## src/rtl/irq_cause_mask.sv

```systemverilog
module irq_cause_mask #(
  parameter int DW = 32,
  parameter int AW = 2
) (
  input  logic          clk,
  input  logic          rst_n,
  input  logic          wr_en,
  input  logic          rd_en,
  input  logic [AW-1:0] addr,
  input  logic [DW-1:0] wdata,
  output logic [DW-1:0] rdata,
  input  logic [DW-1:0] event_in,
  output logic          irq
);

  localparam logic [AW-1:0] IDX_CAUSE = AW'(0);
  localparam logic [AW-1:0] IDX_CSET  = AW'(1);
  localparam logic [AW-1:0] IDX_MSET  = AW'(2);
  localparam logic [AW-1:0] IDX_MCLR  = AW'(3);
  localparam logic [DW-1:0] ZERO      = '0;
  localparam logic [DW-1:0] ONES      = '1;

  logic [DW-1:0] cause_q, mask_q;
  logic [DW-1:0] cause_clr, cause_set, cause_d;
  logic [DW-1:0] mask_or, mask_andn, mask_d;
  logic [DW-1:0] rd_val;

  assign cause_clr = ((wr_en && addr == IDX_CAUSE) ? wdata : ZERO)
                   | ((rd_en && addr == IDX_CAUSE) ? ONES  : ZERO);
  assign cause_set = event_in | ((wr_en && addr == IDX_CSET) ? wdata : ZERO);
  assign cause_d   = (cause_q & ~cause_clr) | cause_set;

  assign mask_or   = (wr_en && addr == IDX_MSET) ? wdata : ZERO;
  assign mask_andn = (wr_en && addr == IDX_MCLR) ? wdata : ZERO;
  assign mask_d    = (mask_q | mask_or) & ~mask_andn;

  always_comb begin
    case (addr)
      IDX_CAUSE: rd_val = cause_q;
      IDX_MSET:  rd_val = mask_q;
      default:   rd_val = ZERO;
    endcase
  end

  always_ff @(posedge clk) begin
    if (!rst_n) begin
      cause_q <= '0;
      mask_q  <= '0;
      irq     <= 1'b0;
      rdata   <= '0;
    end else begin
      cause_q <= cause_d;
      mask_q  <= mask_d;
      irq     <= |(cause_d & mask_d);
      if (rd_en) rdata <= rd_val;
    end
  end

  a_r10_irq_tracks: assert property (@(posedge clk) disable iff (!rst_n)
    irq == |(cause_q & mask_q));

  a_r2_mask_set: assert property (@(posedge clk) disable iff (!rst_n)
    (wr_en && addr == IDX_MSET) |=> ((mask_q & $past(wdata)) == $past(wdata)));

  a_r3_mask_clear: assert property (@(posedge clk) disable iff (!rst_n)
    (wr_en && addr == IDX_MCLR) |=> ((mask_q & $past(wdata)) == ZERO));

  a_r4_w1c: assert property (@(posedge clk) disable iff (!rst_n)
    (wr_en && addr == IDX_CAUSE && (event_in & wdata) == ZERO)
      |=> ((cause_q & $past(wdata)) == ZERO));

  a_r8_r9_event_wins: assert property (@(posedge clk) disable iff (!rst_n)
    (event_in != ZERO) |=> ((cause_q & $past(event_in)) == $past(event_in)));

  a_r6_read_returns: assert property (@(posedge clk) disable iff (!rst_n)
    (rd_en && addr == IDX_CAUSE) |=> (rdata == $past(cause_q)));

  a_r6_read_clears: assert property (@(posedge clk) disable iff (!rst_n)
    (rd_en && addr == IDX_CAUSE && event_in == ZERO) |=> (cause_q == ZERO));

  a_r7_mask_read_stable: assert property (@(posedge clk) disable iff (!rst_n)
    (rd_en && !wr_en) |=> $stable(mask_q));

endmodule

```

## config.mk

```make
export PLATFORM = sky130hd
export DESIGN_NAME = irq_cause_mask
export DESIGN_NICKNAME = d
export VERILOG_FILES = /design/src/rtl/irq_cause_mask.sv
export SDC_FILE = /design/constraint.sdc
export NUM_CORES = 1
export LEC_CHECK = 0
export ABC_AREA = 0
export BUFFER_PORTS_ARGS = -buffer_cell sky130_fd_sc_hd__buf_2
export CAP_MARGIN = 15
export CORE_UTILIZATION = 56
export CTS_BUF_LIST = sky130_fd_sc_hd__clkbuf_4 sky130_fd_sc_hd__clkbuf_8
export DETAILED_ROUTE_END_ITERATION = 7
export PLACE_DENSITY_LB_ADDON = 0.1
export SETUP_SLACK_MARGIN = 0.05
export SYNTH_ARGS = -nofsm -noshare
export SYNTH_HDL_FRONTEND = slang
export SYNTH_SLANG_ARGS = --single-unit
```

## constraint.sdc

```tcl
create_clock -name clk -period 2.5 [get_ports clk]
set_clock_uncertainty 0.1 [all_clocks]
set_input_delay 0 -clock clk [delete_from_list [all_inputs] [get_ports clk]]
set_output_delay 0 -clock clk [all_outputs]
set_load 0.05 [all_outputs]
```

Word-level counts from Yosys, hierarchy flattened
Index checks and enable logic that the tools add are counted.
{ "totals": {"reg_bits": 97, "romBits": 0, "out_inout_bits": 33, "ram_bits": 0, "mem_count": 0, "in_bits": 70, "latch_bits": 0} }
{ "op_classes": {"div": 0, "muxes": 6, "add_sub_neg": 0, "mul": 0, "eq_ne": 3, "order_cmp": 0, "n_bitwise": 9, "n_reduce_logical": 7, "shifts": 0} }
{ "op_table": {"columns": ["cell", "count"], "rows": [
  ["32-bit 2-to-1 mux", 5],
  ["32-bit bitwise OR", 4],
  ["32-bit bitwise AND", 3],
  ["32-bit inverter", 2],
  ["32-bit case mux with 2 select lines", 1],
  ["32-bit OR reduction", 1],
  ["1-bit logical AND", 5],
  ["2-bit == test, second input constant", 2],
  ["2-bit by 1-bit == test with 1-bit output, second input constant", 1],
  ["2-bit zero test", 1]
]} }

Longest topological paths before layout
{ "logic_depth": {"ltp_word": 9, "mapped_depth": 8, "ltp_nobuf": 6} }

Worst setup path after synthesis
OpenSTA, ideal clock, no wires.
{ "synth_path": {"path_type": "reg-to-reg", "startpoint": "register cause_q[10]", "endpoint": "register irq", "arrival_time_ps": 1472, "path_buffers": 0, "setup_slack_ps": 802, "stages_incl_launch_ff": 7, "cell_sequence": "dfxtp_1 nor2b_1 a2111oi_2 a21oi_1 a221oi_1 nand4_1 o41a_1"} }
{ "synth_via": {"elab_chain_cells": 4} }
{ "synth_lines": {"columns": ["item", "line", "source"], "rows": [
  ["from (decl)", "23", "logic [DW-1:0] cause_q, mask_q;"],
  ["from (signal assigned)", "52", "cause_q <= cause_d;"],
  ["32-bit bitwise AND", "31", "assign cause_d = (cause_q & ~cause_clr) | cause_set;"],
  ["32-bit bitwise OR", "31", null],
  ["32-bit bitwise AND", "54", "irq <= |(cause_d & mask_d);"],
  ["32-bit OR reduction", "54", null],
  ["to (signal assigned)", "54", null],
  ["to (decl)", "13", "output logic irq"]
]} }
No other way between the ends.
A chain may end at the register's enable or synchronous reset.

Worst setup path after layout
{ "layout_path": {"startpoint": "input port addr[0]", "endpoint": "register cause_q[25]"} }
{ "layout_via": {"elab_chain_cells": 7, "word_cells_on_any_way": 13} }
{ "layout_lines": {"columns": ["item", "line", "source"], "rows": [
  ["from (decl)", "9", "input logic [AW-1:0] addr,"],
  ["2-bit zero test", "28, 29", null],
  ["1-bit logical AND, on equally long branches", "28, 29", null],
  ["32-bit 2-to-1 mux, on equally long branches", "28, 29", null],
  ["32-bit bitwise OR", "29", "| ((rd_en && addr == IDX_CAUSE) ? ONES : ZERO);"],
  ["32-bit inverter", "31", null],
  ["32-bit bitwise AND", "31", null],
  ["32-bit bitwise OR (*)", "31", null]
]} }
Mark *: on every way between the ends. The rest lies on a longest branch, timed or not.

==> impl_metrics.py <==
metrics = {
    "yosys": {
        "synth_cells": 586,
        "ys_seq_area_share_pct": 43.1,
        "syn-num-nets": 656,
        "ys.warnings.count": 0,
        "synth_ff_type": "dfxtp_1",
        "synth-seq-cells": 97,
        "async_reset_ff_share_pct": 0,
        "syn-cell-area_sq_mm": 0.00451,
        "synth_edf_count": 0,
        "synth.distinct_cells": 31,
        "syn_area_per_cell_sq_um": 7.69,
    },
    "place": {
        "dp_hpwl_mm": 8.26,
        "io_buffers": 102,
        "place.gp.congestion": 0.801,
    },
    "clock_network": {
        "cts_buffer_depth": 2,
        "clk_pin_slew_ns": 0.09,
        "cts-root-buf": "clkbuf_8",
        "cts_setup_buffers": 0,
        "cts_tree": "built",
        "htree_levels": 3,
        "cts-buffers-inserted": 9,
        "cts_resized": 0,
        "clock_sinks": 97,
        "clkLatencyLatePin_ns": 0.36,
    },
    "setup_path": {
        "critPathKind": "input pin to register",
        "critPathRequiredTime_ns": 2.70,
        "crit_path_end_kind": "register",
        "cp_max_fo": 30,
        "rr_startpoint": "cause_q[10]",
        "r2r_cells": 6,
        "start_kind": "input pin",
        "r2r_slack_ns": 0.59,
        "reg2reg_to": "irq",
        "crit_arrival_ns": 2.50,
    },
    "drt": {
        "wl_per_cell_um": 15.7,
        "via_per_inst": 5.68,
        "drt-total-wl_mm": 13.4,
        "dr.pass1.iters": 5,
        "first_iter_violations": 282,
        "post-route-drc-count": 0,
        "drtAntennaViolNets": 0,
        "vias": 4840,
    },
    "worst_hold_path": {
        "whs_path_depth": 4,
        "hp-start": "wdata[24]",
        "worstHoldPathType": "input pin to register",
        "whs_endpoint": "cause_q[24]",
    },
    "sta": {
        "setup_viol": 0,
        "hold_viol_final": 0,
        "setup_tns_ns": 0,
        "fmaxAchievable_ghz": 0.434,
        "rsz0062_at_grt": "false",
        "slew_viol_final": 0,
        "slew_headroom_pct": 58.8,
        "post-route-period-util_pct": 92.2,
        "fin_crit_ns": 2.30,
        "tightest_slew_ns": 0.617,
    },
    "die": {
        "die_y_um": 91.7,
        "core_sq_mm": 0.00777,
        "num_io_pins": 103,
        "dieArea_sq_mm": 0.00841,
        "die_x_um": 91.7,
        "start_util_pct": 58.0,
        "rows": 32,
    },
    "power": {
        "totalPowerFinal_mw": 3.46,
        "clockPowerShare_pct": 33.6,
        "peakVddDrop_mv": 0.388,
        "power_density_mw_per_mm2": 571,
        "switching_power_uw": 956,
        "power_switching_share_pct": 27.6,
        "power_frac_seq_pct": 47.7,
        "pwr-share-comb_pct": 18.8,
        "power_leakage_nw": 2.64,
        "power.internal_mw": 2.51,
    },
    "final_layout": {
        "nFillCells": 588,
        "drive_gt1_share_pct": 18.4,
        "seqCellArea_sq_mm": 0.00194,
        "multi_input_area_sq_mm": 0.00234,
        "antennaDiodeCount": 0,
        "area_growth_pct": 34.5,
        "final_nets": 815,
    },
    "global_route": {
        "grt_pass1_wl_mm": 21.7,
        "grt_max_degree": 35,
        "track_usage_pct": 32.5,
        "grt_antenna_before_repair": 0,
        "overflow": 0,
        "grt_pass1_vias": 4708,
    },
    "flow_run": {
        "maxCapViolations": 0,
    },
    "status": {
        "status": "finished, final reports clean",
    },
}
==> synthesized netlist by cell type (12+ instances only) <==
| cell | count | area (sq um) |
|---|---|---|
| buf_2 | 16 | 80.1 |
| o21ai_0 | 49 | 245 |
| dfxtp_1 | 97 | 1940 |
| a22oi_1 | 13 | 97.6 |
| nor2_1 | 65 | 244 |
| o21ai_1 | 12 | 60.1 |
| and2_1 | 31 | 194 |
| nand3_1 | 35 | 175 |
| clkbuf_1 | 21 | 78.8 |
| nand2_1 | 65 | 244 |
| mux2i_1 | 32 | 320 |
| a21oi_1 | 122 | 611 |
==> layout make-up <==
type	instances	share of cell area, %
Clock inverter	5	1.40
Tap cell	102	2.11
Inverter	3	0.186
Timing Repair Buffer	192	23.2
Multi-Input combinational cell	442	38.7
Clock buffer	11	2.40
Sequential cell	97	32.0
==> power groups by stage <==
stage / clock network [mW] / logic (mW) / registers, mW
2_1_floorplan: 0 / 0.306 / 1.73
3_3_place_gp: 0 / 0.515 / 1.68
3_5_place_dp: 0 / 0.526 / 1.69
4_1_cts: 1.18 / 0.633 / 1.65
5_1_grt: 1.25 / 0.708 / 1.66
6_report: 1.16 / 0.649 / 1.65
==> stage by stage <==
stage / utilization, % / hold WS, ns / instance area (sq um) / std cells / worst slack (ns)
4_1_cts: 78.0 / 0.000863 / 6060 / 852 / 0.303
6_report: 78.0 / 0.0150 / 6060 / 852 / 0.196
3_5_place_dp: 65.1 / 0.166 / 5060 / 759 / 0.286
2_1_floorplan: - / 0.0208 / 4510 / 586 / 0.802
3_3_place_gp: 65.1 / 0.166 / 5060 / 759 / 0.428
5_1_grt: 78.0 / 0.0258 / 6060 / 852 / 0.125
==> registers in the layout, summed over array words and instances, names as in the netlist <==
| name | flops |
|---|---|
| cause_q | 32 |
| irq | 1 |
| mask_q | 32 |
| rdata | 32 |
==> timing repair <==
item,4_1_cts,5_1_grt
hold buffers,77,0
hold endpoints to repair,33,0
endpoints found under the setup margin,0,0
==> cells in the final DEF, fill, tap and decap left out, types with 2 or more instances in the layout <==
cell type	netlist	final
dlygate4sd3_1	0	77
buf_2	16	102
nand3_1	35	35
inv_1	3	2
nand2_1	65	65
o21ai_1	12	12
nor2_1	65	65
a21oi_1	122	122
o21ai_0	49	49
buf_4	2	11
buf_12	0	2
dfxtp_1	97	97
bufinv_16	0	2
nand4_1	3	3
a22oi_1	13	13
mux2i_1	32	32
and2_1	31	31
clkbuf_8	0	10
inv_6	0	2
a21oi_2	2	2
==> kinds of logic after synthesis <==
family          Yosys count  synth area share (%)
mux                      32                  7.11
compound gates          205                  24.4
flops                    97                  43.1
simple gates            205                  20.6
buf+inv                  47                  4.86
==> worst max-delay path, stage by stage <==
cell and delay [ns]:
buf_2 0.40, and3b_4 0.59, a21oi_1 0.18, dlygate4sd3_1 0.60, a21oi_1 0.15, dlygate4sd3_1 0.57
==> how the worst max path moves through the flow <==
| stage | cells past startpoint | end | slack [ns] | start |
|---|---|---|---|---|
| after floorplan | 6 | irq | 0.80 | cause_q[10] |
| after global routing | 6 | cause_q[7] | 0.13 | addr[0] |
| final | 6 | cause_q[25] | 0.20 | addr[0] |
| after global placement | 7 | irq | 0.43 | addr[0] |
| after detailed placement | 7 | irq | 0.29 | addr[0] |
| after CTS | 6 | cause_q[23] | 0.30 | addr[0] |
==> per-layer routing <==
layer / GRT usage [%] / part of all wire, % / vias up
met2: 54.9 / 48 / 203
met4: 13.0 / 2.3 / 0
met3: 5.80 / 6.5 / 30
met1: 41.2 / 43 / 2246
met5: 0 / 0 / -
li1: - / - / 2361
(Power assumes the default switching activity.)
